## src/rtl/msi_rx_pkg.sv

```systemverilog
package msi_rx_pkg;
  localparam int BANK_VEC = 32;
  localparam int BANK_STRIDE = 4;
  localparam int BANK_BASE = 4;

  typedef enum logic [1:0] {
    SEL_EN   = 2'd0,
    SEL_MASK = 2'd1,
    SEL_STAT = 2'd2,
    SEL_NONE = 2'd3
  } bank_sel_e;
endpackage

```

## src/rtl/msi_msg_decode.sv

```systemverilog
module msi_msg_decode #(
  parameter int NUM_VEC = 64,
  parameter int HIT_W   = 64
) (
  input  logic              msg_valid,
  input  logic [63:0]       msg_addr,
  input  logic [31:0]       msg_data,
  input  logic [63:0]       target,
  output logic [HIT_W-1:0]  hit_vec
);
  localparam int IDX_W = (HIT_W > 1) ? $clog2(HIT_W) : 1;

  logic addr_ok;
  logic range_ok;

  assign addr_ok  = (msg_addr == target);
  assign range_ok = (msg_data < 32'(NUM_VEC));

  always_comb begin
    hit_vec = '0;
    if (msg_valid && addr_ok && range_ok)
      hit_vec[msg_data[IDX_W-1:0]] = 1'b1;
  end
endmodule

```

## src/rtl/msi_bank.sv

```systemverilog
module msi_bank #(
  parameter int BW = 32
) (
  input  logic          clk,
  input  logic          rst,
  input  logic [BW-1:0] set_vec,
  input  logic          wr_en,
  input  logic          wr_mask,
  input  logic          wr_stat,
  input  logic [BW-1:0] wdata,
  output logic [BW-1:0] en_q,
  output logic [BW-1:0] mask_q,
  output logic [BW-1:0] stat_q,
  output logic          pend
);
  logic [BW-1:0] clr_bits;
  logic [BW-1:0] set_bits;

  assign clr_bits = wr_stat ? wdata : '0;
  assign set_bits = set_vec & en_q;
  assign pend     = |(stat_q & ~mask_q);

  always_ff @(posedge clk) begin
    if (rst) begin
      en_q   <= '0;
      mask_q <= '1;
      stat_q <= '0;
    end else begin
      if (wr_en)   en_q   <= wdata;
      if (wr_mask) mask_q <= wdata;
      // set has priority over a simultaneous clear
      stat_q <= (stat_q & ~clr_bits) | set_bits;
    end
  end

  // a pending bit may only fall where software wrote a one
  assert_w1c_only_R6: assert property (@(posedge clk) disable iff (rst)
    1'b1 |=> ((($past(stat_q) & ~stat_q) & ~($past(wr_stat) ? $past(wdata) : {BW{1'b0}})) == {BW{1'b0}}));

  // a pending bit may only rise for a delivered, enabled vector
  assert_set_needs_enable_R5: assert property (@(posedge clk) disable iff (rst)
    1'b1 |=> (((stat_q & ~$past(stat_q)) & ~($past(set_vec) & $past(en_q))) == {BW{1'b0}}));

  // a delivered, enabled vector is pending on the next cycle
  assert_set_lands_R3: assert property (@(posedge clk) disable iff (rst)
    1'b1 |=> ((($past(set_vec) & $past(en_q)) & ~stat_q) == {BW{1'b0}}));
endmodule

```

## src/rtl/msi_vector_rx.sv

```systemverilog
module msi_vector_rx
  import msi_rx_pkg::*;
#(
  parameter int NUM_VEC = 64,
  parameter int RA_W    = 8
) (
  input  logic            clk,
  input  logic            rst,
  input  logic            msg_valid,
  input  logic [63:0]     msg_addr,
  input  logic [31:0]     msg_data,
  input  logic            reg_we,
  input  logic            reg_re,
  input  logic [RA_W-1:0] reg_addr,
  input  logic [31:0]     reg_wdata,
  output logic [31:0]     reg_rdata,
  output logic            irq_out
);
  localparam int NB    = (NUM_VEC + BANK_VEC - 1) / BANK_VEC;
  localparam int HIT_W = NB * BANK_VEC;

  logic [31:0]      tgt_lo_q, tgt_hi_q;
  logic [HIT_W-1:0] hit_vec;
  logic [31:0]      en_all   [NB];
  logic [31:0]      mask_all [NB];
  logic [31:0]      stat_all [NB];
  logic [NB-1:0]    pend_all;
  logic [31:0]      rd_mux;

  msi_msg_decode #(.NUM_VEC(NUM_VEC), .HIT_W(HIT_W)) u_dec (
    .msg_valid (msg_valid),
    .msg_addr  (msg_addr),
    .msg_data  (msg_data),
    .target    ({tgt_hi_q, tgt_lo_q}),
    .hit_vec   (hit_vec)
  );

  // word index -> bank number and register within the bank
  function automatic bank_sel_e sel_of(input logic [RA_W-1:0] a, input int b);
    int w;
    w = int'(a) - BANK_BASE - b * BANK_STRIDE;
    case (w)
      0:       sel_of = SEL_EN;
      1:       sel_of = SEL_MASK;
      2:       sel_of = SEL_STAT;
      default: sel_of = SEL_NONE;
    endcase
  endfunction

  for (genvar b = 0; b < NB; b++) begin : g_bank
    bank_sel_e sel;
    assign sel = sel_of(reg_addr, b);

    msi_bank #(.BW(BANK_VEC)) u_bank (
      .clk     (clk),
      .rst     (rst),
      .set_vec (hit_vec[b*BANK_VEC +: BANK_VEC]),
      .wr_en   (reg_we && sel == SEL_EN),
      .wr_mask (reg_we && sel == SEL_MASK),
      .wr_stat (reg_we && sel == SEL_STAT),
      .wdata   (reg_wdata),
      .en_q    (en_all[b]),
      .mask_q  (mask_all[b]),
      .stat_q  (stat_all[b]),
      .pend    (pend_all[b])
    );
  end

  always_comb begin
    rd_mux = '0;
    if (reg_addr == RA_W'(0)) rd_mux = tgt_lo_q;
    if (reg_addr == RA_W'(1)) rd_mux = tgt_hi_q;
    for (int b = 0; b < NB; b++) begin
      case (sel_of(reg_addr, b))
        SEL_EN:   rd_mux = en_all[b];
        SEL_MASK: rd_mux = mask_all[b];
        SEL_STAT: rd_mux = stat_all[b];
        default:  ;
      endcase
    end
  end

  always_ff @(posedge clk) begin
    if (rst) begin
      tgt_lo_q  <= '0;
      tgt_hi_q  <= '0;
      reg_rdata <= '0;
      irq_out   <= 1'b0;
    end else begin
      if (reg_we && reg_addr == RA_W'(0)) tgt_lo_q <= reg_wdata;
      if (reg_we && reg_addr == RA_W'(1)) tgt_hi_q <= reg_wdata;
      reg_rdata <= reg_re ? rd_mux : 32'h0;
      irq_out   <= |pend_all;
    end
  end

  assert_single_hit_R11: assert property (@(posedge clk) disable iff (rst)
    $onehot0(hit_vec));

  assert_range_drop_R5: assert property (@(posedge clk) disable iff (rst)
    (msg_valid && msg_data >= 32'(NUM_VEC)) |-> (hit_vec == '0));

  assert_addr_drop_R4: assert property (@(posedge clk) disable iff (rst)
    (msg_addr != {tgt_hi_q, tgt_lo_q}) |-> (hit_vec == '0));

  assert_irq_level_R7: assert property (@(posedge clk) disable iff (rst)
    1'b1 |=> (irq_out == $past(|pend_all)));

  assert_rdata_idle_R10: assert property (@(posedge clk) disable iff (rst)
    !reg_re |=> (reg_rdata == 32'h0));
endmodule

```

## config.mk

```make
export PLATFORM = sky130hd
export DESIGN_NAME = msi_vector_rx
export DESIGN_NICKNAME = d
export VERILOG_FILES = /design/src/rtl/msi_rx_pkg.sv /design/src/rtl/msi_msg_decode.sv /design/src/rtl/msi_bank.sv /design/src/rtl/msi_vector_rx.sv
export SDC_FILE = /design/constraint.sdc
export NUM_CORES = 1
export LEC_CHECK = 0
export ABC_AREA = 1
export BUFFER_PORTS_ARGS = -buffer_cell sky130_fd_sc_hd__buf_4
export CORE_AREA = 2 2 230 232
export DETAILED_ROUTE_END_ITERATION = 8
export DIE_AREA = 0 0 232 234
export HOLD_SLACK_MARGIN = 0.08
export SYNTH_ARGS = -nofsm -noshare
export SYNTH_HDL_FRONTEND = slang
export SYNTH_SLANG_ARGS = --single-unit
```

## constraint.sdc

```tcl
create_clock -name clk -period 2.7 [get_ports clk]
set_clock_uncertainty 0.15 [all_clocks]
set_input_delay 0.54 -clock clk [delete_from_list [all_inputs] [get_ports clk]]
set_output_delay 0.54 -clock clk [all_outputs]
set_load 0.005 [all_outputs]
```

==> impl_metrics.toml <==
[run_status]
status = "completed"

[layout]
final_core_util_pct = 36.9
drive_above_1_share_pct = 16.2
layout_commonest_cell = "nand2_1"
syn_to_final_growth_pct = 24.1
stdcell_area_sq_um = 19200
most-common-layout-cells = "312 x nand2_1, 289 x dfxtp_1, 261 x nand4_1, 256 x inv_1, 246 x nor2_1"
layout.nets = 2530

[yosys]
synth_area_per_cell_sq_um = 6.90
synth.distinct_cells = 38
ys_ff_latch = 289
postSynthNetCount = 2387
syn_area_sq_um = 15500
yosysWarnings = 0
postSynthCellCount = 2240
yosysSeqAreaShare_pct = 37.4

[job]
drv_cap = 0

[clock_tree]
numCtsBuffers = 31
clock-root-buffer = "clkbuf_16"
clkSinkCount = 289
h-tree-depth = 1
clock_latency_ps = 580
cts_setup_buffers = 0
cts_buffer_depth = 3
cts_tree = "built"
clk_pin_slew_ps = 60

[grt]
use_met2_pct = 33.6
grt_pass1_vias = 15200
grt_pass1_wl_mm = 92.0
grt_use_met1_pct = 30.8
track_usage_pct = 21.9
grt_antenna_before_repair = 4
grt_max_degree = 148
grt-busiest-layer = "met2"
grt-ovfl-total = 0
globalRouteMet3Util_pct = 4.55

[die]
die_area_sq_um = 54300
die_h_microns = 234
core-area_sq_um = 52000
die_w_microns = 232
rows = 84
io_pins = 174
initial_utilization_pct = 29.7

[sta]
tightest_slew_ps = 763
rsz0062_at_grt = "false"
setup_viol = 0
hold_viol_final = 0
clock.fmax_mhz = 389
period_needed_ps = 2570
drv_slew = 0
tns_ps = 0
worst_slew_margin_rel_pct = 48.7
hold_ws_ps = 110
finalCritPeriodShare_pct = 95.2

[power]
leakagePower_nw = 7.58
power.density_nw_per_um2 = 511
vdd_drop_max_mv = 0.338

[setup_path]
max_stage_delay_ps = 480
critPathLaunchType = "input port"
criticalPathCategory = "input port to flop"
rr_worst_depth = 10
end_kind = "flop"
cp_common_cell = "nand2_1"
r2r-end = "g_bank[1].u_bank.stat_q[4]$_SDFF_PP0_"
worst_path_max_delay_cell = "o21ai_0"
arrival_ps = 2840
critical_path_required_ps = 2970
r2r-start = "tgt_hi_q[0]$_SDFFE_PP0P_"
path_cells = "buf_4 -> inv_1 -> ha_1 -> inv_1 -> nand2_1 -> nand2_1 -> nor2_4 -> buf_4 -> nand3_2 -> nand2_1 -> buf_12 -> nor2_1 -> o21ai_0 -> a21oi_1"
cp_max_fo = 32
reg2reg_slack_ps = 430

[placement]
portBuffers = 173
placed_area_sq_um = 18100
place_hpwl_mm = 44.3
place_congestion = 0.913

[route]
vias_per_cell = 5.31
firstDrtPassIters = 5
drt_iter0_markers = 1407
wl_mm = 61.0
ant_nets = 0
vias = 16400
wl_per_cell_microns = 19.7
drc_errors = 0

[hold_path]
holdPathEnd = "g_bank[0].u_bank.mask_q[5]$_SDFFE_PP1P_"
min_path_cells = 3
worst_hold_startpoint = "reg_wdata[5]"
hold_class = "input port to flop"
==> sequential cells by signal, indices dropped and copies added (netlist names) <==
signal,count
tgt_lo_q,32
irq_out,1
g_bank.u_bank.stat_q,64
g_bank.u_bank.mask_q,64
g_bank.u_bank.en_q,64
reg_rdata,32
tgt_hi_q,32
==> repair_timing <==
item | CTS | global route
gates resized for setup | 0 | 2
hold buffers | 0 | 0
setup endpoints to repair | 0 | 2
==> layer usage <==
metal	share of wire [%]	wire length [microns]
met2	43	26200
met3	9.6	5850
met1	45	27400
met5	0.021	13
met4	2.6	1590
==> synthesized netlist by cell type, drive strengths merged <==
library cell | number | share of area (%)
buf | 65 | 2.2
o211ai | 44 | 2.8
and2 | 1 | 0.041
nand2 | 315 | 7.7
nor2 | 261 | 6.6
a21boi | 1 | 0.049
o21ai | 216 | 7.0
o2111ai | 2 | 0.11
a21oi | 248 | 8.4
and3 | 1 | 0.041
nor3b | 1 | 0.049
o22ai | 27 | 1.1
a221oi | 4 | 0.23
xnor2 | 49 | 2.8
nand3b | 1 | 0.049
nand3 | 62 | 2.2
nand4 | 261 | 11
clkbuf | 88 | 2.1
o31ai | 1 | 0.049
nor3 | 12 | 0.46
nor4 | 6 | 0.24
inv | 265 | 6.4
ha | 6 | 0.49
dfxtp | 289 | 37
or2 | 1 | 0.041
xor2 | 13 | 0.74
==> where the power goes <==
part           switching (W)  total, W  internal [W]
clock network        0.00185   0.00451       0.00266
registers         0.00000793   0.00428       0.00427
logic               0.000643   0.00100      0.000359
==> per-stage QoR <==
step	cells	setup slack, ps	total power (W)
final	3098	129	0.00979
after global routing	3098	6.32	0.0101
after CTS	3096	186	0.00984
after detailed placement	3038	-412	0.00536
after global placement	3038	-372	0.00535
after floorplan	2240	351	0.00482
==> worst max path at each step <==
stage / slack (ps) / cells past startpoint / end / from
2_1_floorplan: 350 / 13 / reg_rdata[1]$_SDFF_PP0_ / reg_addr[3]
3_3_place_gp: -370 / 14 / reg_rdata[13]$_SDFF_PP0_ / reg_addr[3]
3_5_place_dp: -410 / 14 / reg_rdata[13]$_SDFF_PP0_ / reg_addr[3]
4_1_cts: 190 / 14 / reg_rdata[13]$_SDFF_PP0_ / reg_addr[3]
5_1_grt: 6 / 14 / reg_rdata[16]$_SDFF_PP0_ / reg_addr[3]
6_report: 130 / 14 / reg_rdata[14]$_SDFF_PP0_ / reg_addr[3]
==> cells by family after synthesis <==
group / after synthesis / share of synthesized area (%)
compound gates: 543 / 19.8
flops: 289 / 37.4
fa+ha+maj: 6 / 0.486
xor+xnor: 62 / 3.51
simple gates: 922 / 28.0
buf+inv: 418 / 10.8
==> cell type report <==
cell class / instances / area [sq um]
Timing Repair Buffer: 263 / 2390
Sequential cell: 289 / 5790
Clock buffer: 40 / 870
Inverter: 265 / 997
Tap cell: 688 / 861
Antenna cell: 2 / 5.00
Multi-Input combinational cell: 1533 / 8050
Fill cell: 5475 / 32900
Clock inverter: 18 / 214
==> worst max-delay path, delay by kind of cell <==
family | cells | cell delay, ps
buf+inv | 5 | 680
compound gates | 2 | 680
simple gates | 6 | 650
fa+ha+maj | 1 | 280
(Power assumes the default switching activity.)
